[src/rtl/dbg_xfer_pkg.sv]
`timescale 1ns/1ps
package dbg_xfer_pkg;

    typedef enum logic [1:0] {
        MODE_NB    = 2'b00,
        MODE_STALL = 2'b01,
        MODE_FAST  = 2'b10,
        MODE_RSVD  = 2'b11
    } xfer_mode_e;

    localparam int IDX_RX  = 32;
    localparam int IDX_ITR = 33;
    localparam int IDX_CTL = 34;
    localparam int IDX_TX  = 35;

    localparam int BIT_RXFULL  = 30;
    localparam int BIT_TXFULL  = 29;
    localparam int BIT_OVR     = 27;
    localparam int BIT_UDR     = 26;
    localparam int BIT_DONE    = 24;
    localparam int BIT_MODE_LO = 20;
    localparam int BIT_ABT     = 6;

    function automatic logic mode_waits(xfer_mode_e m);
        return (m == MODE_STALL) || (m == MODE_FAST);
    endfunction

endpackage

[src/rtl/dbg_data_slot.sv]
`timescale 1ns/1ps
module dbg_data_slot #(
    parameter int W = 32
) (
    input  logic         clk,
    input  logic         rst_n,
    input  logic         fill,
    input  logic [W-1:0] fill_data,
    input  logic         drain,
    output logic         full,
    output logic [W-1:0] data
);
    typedef struct packed {
        logic         full;
        logic [W-1:0] data;
    } slot_t;

    slot_t st_d, st_q;

    always_comb begin
        st_d = st_q;
        if (drain && st_q.full) begin
            st_d.full = 1'b0;
        end
        if (fill && !st_q.full) begin
            st_d.full = 1'b1;
            st_d.data = fill_data;
        end
    end

    always_ff @(posedge clk) begin
        if (!rst_n) begin
            st_q <= '0;
        end else begin
            st_q <= st_d;
        end
    end

    assign full = st_q.full;
    assign data = st_q.data;
endmodule

[src/rtl/dbg_insn_tracker.sv]
`timescale 1ns/1ps
module dbg_insn_tracker #(
    parameter int W = 32
) (
    input  logic         clk,
    input  logic         rst_n,
    input  logic         load,
    input  logic [W-1:0] load_data,
    input  logic         reissue,
    input  logic         done,
    input  logic         abort,
    output logic         busy,
    output logic         complete,
    output logic [W-1:0] insn,
    output logic         abort_seen
);
    typedef struct packed {
        logic         busy;
        logic         complete;
        logic [W-1:0] insn;
    } trk_t;

    trk_t st_d, st_q;

    always_comb begin
        st_d = st_q;
        // an abort finishes the instruction exactly as a completion does
        if (st_q.busy && (done || abort)) begin
            st_d.busy     = 1'b0;
            st_d.complete = 1'b1;
        end
        if (load) begin
            st_d.insn     = load_data;
            st_d.busy     = 1'b1;
            st_d.complete = 1'b0;
        end
        if (reissue) begin
            st_d.busy     = 1'b1;
            st_d.complete = 1'b0;
        end
    end

    always_ff @(posedge clk) begin
        if (!rst_n) begin
            st_q.busy     <= 1'b0;
            st_q.complete <= 1'b1;
            st_q.insn     <= '0;
        end else begin
            st_q <= st_d;
        end
    end

    assign busy       = st_q.busy;
    assign complete   = st_q.complete;
    assign insn       = st_q.insn;
    assign abort_seen = st_q.busy && abort;
endmodule

[src/rtl/dbg_apb_decode.sv]
`timescale 1ns/1ps
module dbg_apb_decode
    import dbg_xfer_pkg::*;
#(
    parameter int AW = 8
) (
    input  logic          psel,
    input  logic          penable,
    input  logic          pwrite,
    input  logic [AW-1:0] paddr,
    input  xfer_mode_e    mode,
    input  logic          rx_full,
    input  logic          tx_full,
    input  logic          busy,
    output logic          pready,
    output logic          hit_ctl,
    output logic          hit_tx,
    output logic          rx_wr,
    output logic          itr_wr,
    output logic          ctl_wr,
    output logic          tx_rd,
    output logic          ovr_set,
    output logic          udr_set,
    output logic          reissue
);
    logic access, hit_rx, hit_itr, hold, fin;

    always_comb begin
        access  = psel && penable;
        hit_rx  = (paddr == AW'(IDX_RX));
        hit_itr = (paddr == AW'(IDX_ITR));
        hit_ctl = (paddr == AW'(IDX_CTL));
        hit_tx  = (paddr == AW'(IDX_TX));

        hold = 1'b0;
        if (mode_waits(mode)) begin
            if (hit_rx && pwrite && rx_full)   hold = 1'b1;
            if (hit_itr && pwrite && busy)     hold = 1'b1;
            if (hit_tx && !pwrite &&
                (!tx_full || (mode == MODE_FAST && busy))) hold = 1'b1;
        end

        pready  = !(access && hold);
        fin     = access && pready;

        rx_wr   = fin && hit_rx && pwrite && !rx_full;
        ovr_set = fin && hit_rx && pwrite && rx_full;
        itr_wr  = fin && hit_itr && pwrite && !busy;
        ctl_wr  = fin && hit_ctl && pwrite;
        tx_rd   = fin && hit_tx && !pwrite && tx_full;
        udr_set = fin && hit_tx && !pwrite && !tx_full;
        reissue = tx_rd && (mode == MODE_FAST);
    end
endmodule

[src/rtl/dbg_xfer_ctrl.sv]
`timescale 1ns/1ps
module dbg_xfer_ctrl
    import dbg_xfer_pkg::*;
#(
    parameter int AW = 8,
    parameter int DW = 32
) (
    input  logic          clk,
    input  logic          rst_n,
    input  logic          psel,
    input  logic          penable,
    input  logic          pwrite,
    input  logic [AW-1:0] paddr,
    input  logic [DW-1:0] pwdata,
    output logic [DW-1:0] prdata,
    output logic          pready,
    output logic          core_rx_valid,
    output logic [DW-1:0] core_rx_data,
    input  logic          core_rx_pop,
    output logic          core_tx_ready,
    input  logic          core_tx_push,
    input  logic [DW-1:0] core_tx_data,
    output logic          core_insn_valid,
    output logic [DW-1:0] core_insn,
    input  logic          core_insn_done,
    input  logic          core_insn_abort
);
    typedef struct packed {
        xfer_mode_e mode;
        logic       ovr;
        logic       udr;
        logic       abt;
    } ctl_t;

    ctl_t st_d, st_q;

    logic          rx_full_w, tx_full_w, busy_w, complete_w, abort_seen;
    logic [DW-1:0] rx_data_w, tx_data_w, insn_w, status_w;
    logic          hit_ctl, hit_tx, rx_wr, itr_wr, ctl_wr, tx_rd;
    logic          ovr_set, udr_set, reissue;
    xfer_mode_e    mode_w;

    assign mode_w = st_q.mode;

    dbg_apb_decode #(.AW(AW)) u_dec (
        .psel    (psel),
        .penable (penable),
        .pwrite  (pwrite),
        .paddr   (paddr),
        .mode    (mode_w),
        .rx_full (rx_full_w),
        .tx_full (tx_full_w),
        .busy    (busy_w),
        .pready  (pready),
        .hit_ctl (hit_ctl),
        .hit_tx  (hit_tx),
        .rx_wr   (rx_wr),
        .itr_wr  (itr_wr),
        .ctl_wr  (ctl_wr),
        .tx_rd   (tx_rd),
        .ovr_set (ovr_set),
        .udr_set (udr_set),
        .reissue (reissue)
    );

    dbg_data_slot #(.W(DW)) u_rx (
        .clk       (clk),
        .rst_n     (rst_n),
        .fill      (rx_wr),
        .fill_data (pwdata),
        .drain     (core_rx_pop),
        .full      (rx_full_w),
        .data      (rx_data_w)
    );

    dbg_data_slot #(.W(DW)) u_tx (
        .clk       (clk),
        .rst_n     (rst_n),
        .fill      (core_tx_push),
        .fill_data (core_tx_data),
        .drain     (tx_rd),
        .full      (tx_full_w),
        .data      (tx_data_w)
    );

    dbg_insn_tracker #(.W(DW)) u_trk (
        .clk        (clk),
        .rst_n      (rst_n),
        .load       (itr_wr),
        .load_data  (pwdata),
        .reissue    (reissue),
        .done       (core_insn_done),
        .abort      (core_insn_abort),
        .busy       (busy_w),
        .complete   (complete_w),
        .insn       (insn_w),
        .abort_seen (abort_seen)
    );

    always_comb begin
        st_d = st_q;
        if (ctl_wr) begin
            st_d.mode = xfer_mode_e'(pwdata[BIT_MODE_LO +: 2]);
            if (pwdata[BIT_OVR]) st_d.ovr = 1'b0;
            if (pwdata[BIT_UDR]) st_d.udr = 1'b0;
            if (pwdata[BIT_ABT]) st_d.abt = 1'b0;
        end
        // a new event wins over a clear in the same cycle
        if (ovr_set)    st_d.ovr = 1'b1;
        if (udr_set)    st_d.udr = 1'b1;
        if (abort_seen) st_d.abt = 1'b1;
    end

    always_ff @(posedge clk) begin
        if (!rst_n) begin
            st_q.mode <= MODE_NB;
            st_q.ovr  <= 1'b0;
            st_q.udr  <= 1'b0;
            st_q.abt  <= 1'b0;
        end else begin
            st_q <= st_d;
        end
    end

    always_comb begin
        status_w                     = '0;
        status_w[BIT_RXFULL]         = rx_full_w;
        status_w[BIT_TXFULL]         = tx_full_w;
        status_w[BIT_OVR]            = st_q.ovr;
        status_w[BIT_UDR]            = st_q.udr;
        status_w[BIT_DONE]           = complete_w;
        status_w[BIT_MODE_LO +: 2]   = st_q.mode;
        status_w[BIT_ABT]            = st_q.abt;

        prdata = '0;
        if (!pwrite) begin
            if (hit_ctl)     prdata = status_w;
            else if (hit_tx) prdata = tx_data_w;
        end
    end

    assign core_rx_valid   = rx_full_w;
    assign core_rx_data    = rx_data_w;
    assign core_tx_ready   = !tx_full_w;
    assign core_insn_valid = busy_w;
    assign core_insn       = insn_w;
endmodule

[config.mk]
export PLATFORM = sky130hd
export DESIGN_NAME = dbg_xfer_ctrl
export DESIGN_NICKNAME = d
export VERILOG_FILES = /design/src/rtl/dbg_xfer_pkg.sv /design/src/rtl/dbg_data_slot.sv /design/src/rtl/dbg_insn_tracker.sv /design/src/rtl/dbg_apb_decode.sv /design/src/rtl/dbg_xfer_ctrl.sv
export SDC_FILE = /design/constraint.sdc
export NUM_CORES = 1
export LEC_CHECK = 0
export CAP_MARGIN = 5
export CORE_ASPECT_RATIO = 0.6
export CORE_UTILIZATION = 44
export CTS_BUF_LIST = sky130_fd_sc_hd__clkbuf_8 sky130_fd_sc_hd__clkbuf_16
export DETAILED_ROUTE_END_ITERATION = 16
export GPL_ROUTABILITY_DRIVEN = 0
export PLACE_DENSITY = 0.92
export SETUP_SLACK_MARGIN = 0.15
export SLEW_MARGIN = 25
export SYNTH_ARGS = -nofsm -noshare
export SYNTH_HDL_FRONTEND = slang
export SYNTH_HIERARCHICAL = 1
export SYNTH_SLANG_ARGS = --single-unit
[constraint.sdc]
create_clock -name clk -period 3.2 [get_ports clk]
set_input_delay 0.8 -clock clk [delete_from_list [all_inputs] [get_ports clk]]
set_output_delay 0.8 -clock clk [all_outputs]
set_load 0.005 [all_outputs]
==> impl_metrics.yaml <==
run_status:
  status: "finished with violations"
  failed_checks: "negative setup slack"
layout:
  area_growth_pct: 53.5
  final_cell_area_um2: 7320
  antennaDiodeCount: 0
  fin_cells: 841
  fillCellCount: 798
  drive_gt1_share_pct: 20.1
  nNetsFinal: 779
yosys:
  async_flop_share_pct: 0
  avgSynthCellArea_um2: 9.50
  synth_cell_types: 38
  ys_seq_elements: 105
  synth_top_flop_cell: "dfxtp_1"
  synthesis.nets: 584
  netlist_area_um2: 4770
  synth_enable_flop_cells: 0
  synthCells: 502
  synth-seq-area-share_pct: 44.1
  yosys_warnings: 6
global_route:
  track_usage_pct: 23.3
  grt_first_pass_wirelength_um: 20000
  grt_max_degree: 63
  grt_remaining_overflow: 0
  grt_antenna_before_repair: 0
  first_global_vias: 4018
floorplanning:
  start_util_pct: 45.1
  core_area_um2: 10600
  die_w_um: 136
  die_area_um2: 11300
  ios: 181
  rows: 29
  die_h_um: 82.6
detailed_routing:
  drtIter0Drc: 153
  ant_nets: 0
  wl_um: 13500
  first_pass_iters: 5
  drc: 0
  routed-via-count: 4167
  viasPerCell: 4.95
  wire_per_inst_um: 16.1
sta:
  hold_viol: 0
  skew_ns: 0.00752
  min_period_ns: 3.25
  report.final.slew_viol_count: 0
  whs_ns: 0.454
  tns_ns: -0.188
  worst_pin_slew_ns: 0.551
  rsz0062_at_grt: "true"
  finalWorstSetupSlack_ns: -0.0490
  fmax_ghz: 0.308
  setup_viol: 4
  period_share_pct: 102
  relSlewSlack_pct: 63.3
place:
  placement.cell_area_um2: 6660
  portBuffers: 180
  dp_slack_ns: -0.674
  dp_hpwl_um: 9200
  placed_cells: 810
worst_setup_path:
  slowest_stage: "or4b_4"
  slowest_delay_ns: 0.57
  end_kind: "output pin"
  worstSetupPathType: "input port to output pin"
  worst-path-max-fanout: 4
  crit_start: "paddr[6]"
  critPathLaunchType: "input port"
  required_ns: 2.40
  crit-reg2reg-launch: "u_rx/full"
  crit_chain: "buf_8, or4b_4, nor2_4, nor3b_4, buf_6, buf_16, buf_12, buf_16, and2_4, buf_6"
  arrival_ns: 2.45
cts:
  path_clk_slew_ns: 0.07
  clkSinkCount: 105
  cts.htree.levels: 3
  cts_tree: "yes"
  cts_hold_buf: 0
  numCtsBuffers: 9
  clk_root_buffer_cell: "clkbuf_16"
  clkLatencyLatePin_ns: 0.34
  clockBufferDepth: 2
hold_path:
  hp-start: "u_tx/data[25]"
  hp-class: "flop to flop"
flow_run:
  maxCapViolCount: 0
pwr:
  ir_drop_uv: 322
  power_density_nw_per_um2: 386
  leakage_nw: 2.73
==> critical path: cells and delay by family <==
| kind | cells | cell delay, ns |
|---|---|---|
| buf+inv | 6 | 0.63 |
| simple gates | 4 | 1.02 |
==> path summary, 6_finish.rpt <==
check / end / slack [ns] / cells past startpoint
setup reg to reg: u_rx/data[29] / 1.52 / 4
hold / removal: u_tx/data[25] / 0.45 / 2
setup / recovery: prdata[12] / -0.05 / 10
hold reg to reg: u_tx/data[25] / 0.45 / 2
==> flip-flops by register name, indices dropped and copies added, names as in the netlist <==
register and flops:
mode_w 2, st_q 3, u_rx/data 32, u_rx/full 1, u_trk/busy 1, u_trk/complete 1
u_trk/insn 32, u_tx/data 32, u_tx/full 1
==> cell usage after synthesis (5+ instances only) <==
| cell type | count | area [um^2] |
|---|---|---|
| a21oi_1 | 9 | 45.0 |
| and2_1 | 25 | 156 |
| buf_12 | 6 | 120 |
| buf_2 | 11 | 55.1 |
| buf_6 | 9 | 101 |
| clkbuf_1 | 5 | 18.8 |
| dfxtp_1 | 105 | 2100 |
| inv_1 | 7 | 26.3 |
| mux2i_1 | 99 | 991 |
| nand2_1 | 143 | 537 |
| nand3b_1 | 8 | 60.1 |
| nor2b_1 | 36 | 225 |
==> logic make-up (layout without fill, tap and decap cells) <==
| kind of cell | after synthesis | count (layout) | share of synthesized area, % |
|---|---|---|---|
| AOI/OAI and AO/OA | 21 | 21 | 3.02 |
| buffers and inverters | 41 | 241 | 7.22 |
| DFF | 105 | 105 | 44.1 |
| muxes | 99 | 99 | 20.8 |
| adders and majority gates | 1 | 1 | 0.262 |
| and+or+nand+nor | 235 | 235 | 24.6 |
==> per-layer routing <==
| layer | part of all wire [%] | vias up | GRT usage (%) |
|---|---|---|---|
| li1 | - | 2045 | - |
| met1 | 43 | 1953 | 27.7 |
| met2 | 49 | 144 | 40.9 |
| met3 | 6.2 | 25 | 5.92 |
| met4 | 2.0 | 0 | 8.78 |
| met5 | 0 | - | 0 |
==> layout by cell type, fill, tap and decap left out, types with 5 or more instances in the layout <==
cell type,netlist,routed
a21oi_2,0,6
and2_4,0,22
buf_12,6,5
buf_2,11,14
buf_4,3,22
buf_6,9,32
clkbuf_16,0,10
clkdlybuf4s50_1,0,138
dfxtp_1,105,105
inv_1,7,7
mux2i_1,99,99
nand2_1,143,143
nand3b_1,8,8
nor2b_1,36,36
==> metrics by stage <==
step | utilization [%] | total power [W]
6_report | 69.3 | 0.00283
5_1_grt | 69.3 | 0.00293
4_1_cts | 68.3 | 0.00285
3_5_place_dp | 63.1 | 0.00162
3_3_place_gp | 63.1 | 0.00161
2_1_floorplan | - | 0.00149
==> timing repair <==
item | 4_1_cts | 5_1_grt
cloned | 2 | 1
gates resized for setup | 203 | 36
setup buffers | 7 | 5
setup endpoints to repair | 33 | 32
pin swaps | 20 | 6
==> area by class of cell <==
cell class / count / area [um^2] / area share (%)
Timing Repair Buffer: 218 / 2210 / 30.2
Inverter: 7 / 26.3 / 0.359
Multi-Input combinational cell: 356 / 2470 / 33.8
Clock inverter: 7 / 113 / 1.54
Sequential cell: 105 / 2100 / 28.7
Clock buffer: 9 / 225 / 3.08
Tap cell: 139 / 174 / 2.38
==> report_power, final <==
| part | internal, W | total [W] | switching [W] | leakage [nW] |
|---|---|---|---|---|
| Combinational | 0.000144 | 0.000248 | 0.000105 | 1.72 |
| Clock | 0.000703 | 0.00123 | 0.000524 | 0.161 |
| Sequential | 0.00133 | 0.00135 | 0.0000178 | 0.851 |
| Total | 0.00218 | 0.00283 | 0.000647 | 2.73 |
Note: power is estimated with default switching activity, not from simulation.
